===== src/rtl/pst_pkg.sv =====
package pst_pkg;

  // Strobes from control to datapath
  typedef struct packed {
    logic transfer;  // copy both buffers into the active registers
    logic restart;   // force the counter back to zero
  } syncStrobe_t;

  localparam int NUM_SHADOW = 2;
  localparam int IDX_MOD    = 0;
  localparam int IDX_CMP    = 1;

endpackage


===== src/rtl/pst_ctrl.sv =====
module pst_ctrl
  import pst_pkg::*;
(
  input  logic        clk,
  input  logic        rstN,
  input  logic        swTrig,
  input  logic        hwTrig,
  input  logic        swRstMode,
  input  logic        hwRstMode,
  input  logic        loadAtMin,
  input  logic        loadAtMax,
  input  logic        atMin,
  input  logic        atMax,
  output syncStrobe_t strobe,
  output logic        swBusy
);

  logic hwPrev;
  logic swPend;
  logic hwPend;
  logic hwEdge;
  logic immediate;
  logic pointHit;
  logic atPoint;

  assign hwEdge    = hwTrig & ~hwPrev;
  assign immediate = (swTrig & swRstMode) | (hwEdge & hwRstMode);
  assign pointHit  = (loadAtMin & atMin) | (loadAtMax & atMax);
  assign atPoint   = (swPend | hwPend) & pointHit;

  always_comb begin
    strobe          = '0;
    strobe.transfer = immediate | atPoint;
    strobe.restart  = immediate;
  end

  always_ff @(posedge clk or negedge rstN) begin
    if (!rstN) begin
      hwPrev <= 1'b0;
      swPend <= 1'b0;
      hwPend <= 1'b0;
    end else begin
      hwPrev <= hwTrig;
      if (immediate) begin
        // a completed copy satisfies every waiting request
        swPend <= 1'b0;
        hwPend <= 1'b0;
      end else begin
        swPend <= (swTrig & ~swRstMode) | (swPend & ~atPoint);
        hwPend <= (hwEdge & ~hwRstMode) | (hwPend & ~atPoint);
      end
    end
  end

  assign swBusy = swPend;

endmodule


===== src/rtl/pst_datapath.sv =====
module pst_datapath
  import pst_pkg::*;
#(
  parameter int CNT_W = 16
) (
  input  logic             clk,
  input  logic             rstN,
  input  logic             wrEn,
  input  logic             wrSel,
  input  logic [CNT_W-1:0] wrData,
  input  syncStrobe_t      strobe,
  output logic [CNT_W-1:0] cnt,
  output logic [CNT_W-1:0] modAct,
  output logic [CNT_W-1:0] cmpAct,
  output logic             atMin,
  output logic             atMax,
  output logic             pwmOut
);

  localparam logic [CNT_W-1:0] ALL_ONES = {CNT_W{1'b1}};
  localparam logic [CNT_W-1:0] ZERO     = {CNT_W{1'b0}};
  localparam logic [CNT_W-1:0] ONE      = {{(CNT_W-1){1'b0}}, 1'b1};

  logic [CNT_W-1:0] shadowQ [NUM_SHADOW];
  logic [CNT_W-1:0] activeQ [NUM_SHADOW];

  for (genvar i = 0; i < NUM_SHADOW; i++) begin : gShadow
    localparam logic [CNT_W-1:0] RST_VAL = (i == IDX_MOD) ? ALL_ONES : ZERO;
    localparam logic             SEL_VAL = (i == IDX_CMP);

    always_ff @(posedge clk or negedge rstN) begin
      if (!rstN) begin
        shadowQ[i] <= RST_VAL;
        activeQ[i] <= RST_VAL;
      end else begin
        if (wrEn && (wrSel == SEL_VAL)) shadowQ[i] <= wrData;
        if (strobe.transfer)            activeQ[i] <= shadowQ[i];
      end
    end
  end

  assign modAct = activeQ[IDX_MOD];
  assign cmpAct = activeQ[IDX_CMP];
  assign atMin  = (cnt == ZERO);
  assign atMax  = (cnt == modAct);

  always_ff @(posedge clk or negedge rstN) begin
    if (!rstN)                cnt <= ZERO;
    else if (strobe.restart)  cnt <= ZERO;
    else if (cnt >= modAct)   cnt <= ZERO;
    else                      cnt <= cnt + ONE;
  end

  assign pwmOut = (cnt < cmpAct);

endmodule


===== src/rtl/pwm_sync_timer.sv =====
module pwm_sync_timer
  import pst_pkg::*;
#(
  parameter int CNT_W = 16
) (
  input  logic             clk,
  input  logic             rstN,
  input  logic             wrEn,
  input  logic             wrSel,
  input  logic [CNT_W-1:0] wrData,
  input  logic             loadAtMin,
  input  logic             loadAtMax,
  input  logic             swTrig,
  input  logic             hwTrig,
  input  logic             swRstMode,
  input  logic             hwRstMode,
  output logic             swBusy,
  output logic [CNT_W-1:0] cntOut,
  output logic             pwmOut
);

  syncStrobe_t      strobe;
  logic [CNT_W-1:0] cnt;
  logic [CNT_W-1:0] modAct;
  logic [CNT_W-1:0] cmpAct;
  logic             atMin;
  logic             atMax;

  pst_ctrl uCtrl (
    .clk       (clk),
    .rstN      (rstN),
    .swTrig    (swTrig),
    .hwTrig    (hwTrig),
    .swRstMode (swRstMode),
    .hwRstMode (hwRstMode),
    .loadAtMin (loadAtMin),
    .loadAtMax (loadAtMax),
    .atMin     (atMin),
    .atMax     (atMax),
    .strobe    (strobe),
    .swBusy    (swBusy)
  );

  pst_datapath #(.CNT_W(CNT_W)) uData (
    .clk    (clk),
    .rstN   (rstN),
    .wrEn   (wrEn),
    .wrSel  (wrSel),
    .wrData (wrData),
    .strobe (strobe),
    .cnt    (cnt),
    .modAct (modAct),
    .cmpAct (cmpAct),
    .atMin  (atMin),
    .atMax  (atMax),
    .pwmOut (pwmOut)
  );

  assign cntOut = cnt;

endmodule


===== config.mk =====
export PLATFORM = sky130hd
export DESIGN_NAME = pwm_sync_timer
export DESIGN_NICKNAME = d
export VERILOG_FILES = /design/src/rtl/pst_pkg.sv /design/src/rtl/pst_ctrl.sv /design/src/rtl/pst_datapath.sv /design/src/rtl/pwm_sync_timer.sv
export SDC_FILE = /design/constraint.sdc
export NUM_CORES = 1
export LEC_CHECK = 0
export BUFFER_PORTS_ARGS = -buffer_cell sky130_fd_sc_hd__buf_2
export CAP_MARGIN = 30
export CORE_MARGIN = 5
export CORE_UTILIZATION = 61
export CTS_BUF_LIST = sky130_fd_sc_hd__clkbuf_4 sky130_fd_sc_hd__clkbuf_8
export CTS_CLUSTER_SIZE = 10
export DETAILED_ROUTE_END_ITERATION = 10
export PLACE_DENSITY_LB_ADDON = 0.12
export REMOVE_ABC_BUFFERS = 1
export SLEW_MARGIN = 20
export SYNTH_ARGS = -nofsm -noshare
export SYNTH_HDL_FRONTEND = slang
export SYNTH_HIERARCHICAL = 1
export SYNTH_SLANG_ARGS = --single-unit

===== constraint.sdc =====
create_clock -name clk -period 3.01 [get_ports clk]
set_input_delay 0.7525 -clock clk [delete_from_list [all_inputs] [get_ports clk]]
set_output_delay 0.7525 -clock clk [all_outputs]
set_load 0.03 [all_outputs]

; ---- Word level (Yosys, flattened, before mapping)
; Index checks and enable logic that the tools add are counted.
[word_totals]
in_bits = 26
ff_bits = 83
output_inout_bits = 18
[classes]
n_lt_le_gt_ge = 2
reduce_logical = 3
eq_ne = 1
muxes = 4
add_sub_neg = 1
n_bitwise = 21
[ops]
columns = op, count
row1 = $mux 16, 2
row2 = $add 16x1->16 const B, 1
row3 = $eq 16x16->1, 1
row4 = $ge 16x16->1, 1
row5 = $logic_not 16->1, 1
row6 = $lt 16x16->1, 1
row7 = $and 1x1->1, 10
row8 = $or 1x1->1, 6
row9 = $not 1->1, 5
row10 = $logic_and 1x1->1, 2
row11 = $mux 1, 2

; ---- Longest topological paths before layout
[logic_depth]
word_depth = 8
depth_mapped = 11
depth_no_buf = 9

; ---- Modules after synthesis
; Netlist, hierarchy kept.
[by_module_without_submodules]
columns = module, area_each_um2, cells_each, n_inst
row1 = pst_datapath, 3936.3, 365, 1
row2 = pst_ctrl, 150.1, 13, 1

; ---- Worst setup path before layout
; No wires, ideal clock.
[synth_timing]
path_type = register to output
start = register uData.cnt[9]
end = output port pwmOut
required_time_ns = 2.257
t_arrival_ns = 2.920
path_slack_ns = -0.662
path_buffers = 0
path_stages_with_launch = 7
path_cell_list = dfrtp_1 > ha_1 > a21oi_1 > nor2_1 > a211oi_1 > o21ai_0 > a2111oi_0
[synth_between]
elab_chain_len = 1
[synth_rtl]
columns = element, line_no
row1 = start: declaration, pst_datapath.sv:12  ; output logic [CNT_W-1:0] cnt,
row2 = start signal: assignment, pst_datapath.sv:51  ; else cnt <= cnt + ONE;
row3 = $lt 16x16->1, pst_datapath.sv:54  ; assign pwmOut = (cnt < cmpAct);
row4 = end: declaration, pwm_sync_timer.sv:19  ; output logic pwmOut
; Every way passes these cells.

; ---- Worst setup path in the final report
[layout_timing]
start = register uData.cnt[15]
end = output port pwmOut
; Same word-level chain as after synthesis.

==> summary.md <==
| Metric | Value |
|---|---|
| Run status | completed |
| All-Layer GR Usage | 20.8% |
| Placer Congestion | 0.820 |
| Syn Area/Cell | 10.8 um2 |
| Seq/Total Area, Yosys | 51.8% |
| Initial antenna violation count | 0 |
| Final WS setup | 0.109 ns |
| Antenna diode count | 0 |
| Worst Setup End Kind | output pin |
| Top-count cell post-synth | dfrtp_1 |
| Most frequent cells after synthesis | 51 x dfrtp_1, 50 x nand2_1, 36 x o21ai_0, 34 x mux2_2 |
| CTS Root Cell | clkbuf_8 |
| Port Buf Inserts | 43 |
| Clock tree buffer depth | 2 |
| Grt ovf | 0 |
| Place WS | 0.242 ns |
| Internal | 2.25 mW |
| CP required | 2.26 ns |
| Top cells by area, synth | dfrtp_1 31%, dfstp_2 21%, ha_1 10% |
| Critical path type | register to output pin |
| YS warnings | 6 |
| Share of the synthesized area in the top cell type | 31.2% |
| Worst path slowest cell | dfrtp_1 |
| Final Setup Violations | 0 |
| Arrival @ worst endpoint | 2.15 ns |
| Initial DRC count | 176 |
| Total CTS buffers | 9 |
| Layout cells sized above 1 | 36.4% |
| Tot Pwr | 3.22 mW |
| Worst setup path start | uData/cnt[15] |
| Area of the core | 0.00642 mm2 |
| Setup TNS | 0 ns |
| TritonCTS Sinks | 83 |
| Vias in the first global route | 2,865 |
| Die W | 91.8 um |
| Cell Area, Synth | 0.00409 mm2 |
| Period minus WS final | 2.90 ns |
| MaxCap Viol Count | 0 |
| Reg clk slew, reported paths | 0.08 ns |
| CP bufs+invs | 1 |
| Worst path max stage delay | 0.45 ns |
| Combinational Power Share | 24.8% |
| I/O pins | 44 |
| Final core occ | 73.4% |
| Max VDD drop | 399 uV |
| First-pass DRT Iterations | 4 |
| Synth area leader | dfrtp_1 |
| Post-synthesis async set-or-reset flop share | 100% |
| Worst clock skew | 0.00730 ns |
| Unique masters post-synth | 34 |
| Pleak | 2.25 nW |
| Initial core utilization | 63.6% |
| RSZ-0062 raised after global routing | no |
| Routed WL per cell | 15.7 um |
| Clock Latency Late Sink | 0.35 ns |
| Seq pwr share | 47.1% |
| First-pass GRT wire length | 13,700 um |
| Post-DP HPWL | 5760 um |
| Switching power share of the total | 30.2% |
| Ys flop type | dfrtp_1 |
| Vias | 2,794 |
| Row Count | 29 |
| CTS tree | done |
| Nets | 491 |
| DRT Wirelength | 8080 um |
| Pin count of the biggest net entering global routing | 50 |
| Hold WS | 0.342 ns |
| Synthesis-to-layout area growth | 15.4% |
| Post-route DRC | 0 |
| Die area | 0.00844 mm2 |
| Seq cells post-synth | 83 |
| Vias per std cell | 5.44 |
| CP top delay family | simple AND/OR/NAND/NOR gates |
| P_sw | 971 uW |
| Worst-margin pin slew | 0.596 ns |
| Die Ht | 91.8 um |
| Fmax | 345 MHz |
| Power per cell area | 683 mW/mm2 |
| Relative slew margins | 60.2% |
| Final Cycle Share | 96.4% |
| CP Cell Sequence | ha_1, nand4_1, nor3_1, nand2_1, o21ai_1, a2111oi_4, buf_4 |
| HP Class | input port to asynchronous set/reset pin |
| EDFF count, synth | 0 |
| Antenna-violating nets left | 0 |
| Clk pwr share | 28.1% |
| Synth Instances | 378 |
| Final hold vios | 0 |
| CTS H-Tree Depth | 3 |
| Crit Reg-Reg Startpoint | uData/modAct[13] |
| Type of origin of the critical path | register |
| CP max FO | 5 |
| Final Max Slew Viols | 0 |
-- cells in the final DEF (no fill, tap or decap), types with 4 or more instances in the layout --
cell type,n
a21oi_1,13
inv_1,33
nor2_2,10
buf_4,13
xor2_1,10
nand3_1,6
dfstp_2,32
mux2_2,34
nand4_1,6
buf_2,41
xnor2_1,4
nor4_1,4
clkbuf_8,11
nor2_1,19
ha_1,33
dfrtp_1,49
o21ai_0,35
nand2_1,50
-- area by class of cell --
type,instances,area (um2)
clock buffer,12,159
clock inverter,4,72.6
fill,458,1710
inverter,33,124
multi-input combinational,250,1820
sequential,83,2120
tap,77,96.3
timing repair buffer,55,323
-- state kept, by name, indices dropped and copies added (netlist names) --
| register | flops |
|---|---|
| uData/cmpAct | 16 |
| uCtrl/hwPrev | 1 |
| uCtrl/swBusy | 1 |
| uData/modAct | 16 |
| uCtrl/hwPend | 1 |
| uData/shadowQ | 32 |
| uData/cnt | 16 |
-- metal layers --
| metal | wire length (um) | vias up | track usage (%) |
|---|---|---|---|
| li1 | - | 1385 | - |
| met1 | 3520 | 1327 | 27.3 |
| met2 | 3970 | 66 | 33.5 |
| met3 | 393 | 16 | 4.01 |
| met4 | 195 | 0 | 9.53 |
| met5 | 0 | - | 0 |
-- power by group through the flow --
stage	clock [mW]	sequential, mW	combinational (mW)
4_1_cts	0.924	1.52	0.792
2_1_floorplan	0	1.55	0.520
6_report	0.905	1.52	0.798
3_5_place_dp	0	1.54	0.776
3_3_place_gp	0	1.53	0.745
5_1_grt	0.984	1.55	0.904
-- cells by family after synthesis --
group / Yosys count / share of synthesized area [%]
AND/OR/NAND/NOR: 112 / 13.5
flip-flops: 83 / 51.8
buffers and inverters: 45 / 4.50
AO/OA/AOI/OAI: 57 / 7.69
adder cells (fa/ha/maj): 33 / 10.1
XOR/XNOR: 14 / 3.00
multiplexers: 34 / 9.37
-- through the flow --
stage	instances	cell area, um2
final	514	4710
after global routing	514	4710
after CTS	512	4680
after detailed placement	496	4440
after global placement	496	4440
after floorplan	366	4030
-- path summary, 6_finish.rpt --
| kind | end | slack [ns] | depth (start not counted) |
|---|---|---|---|
| max reg2reg | uData/cmpAct[10] | 0.43 | 10 |
| min | uData/shadowQ[15] | 0.34 | 1 |
| min in group clk | uData/cmpAct[3] | 0.48 | 2 |
| min reg2reg | uData/cmpAct[3] | 0.48 | 2 |
| max in group asynchronous | uData/shadowQ[19] | 2.00 | 2 |
| max | pwmOut | 0.11 | 7 |
-- repair_timing --
item,CTS,global route
resized for setup,4,4
setup buffers,0,2
hold endpoints to repair,0,0
hold buffers,0,0
pin swaps,1,1
gates cloned,0,0
endpoints found under the setup margin,1,1
(Power assumes the default switching activity.)
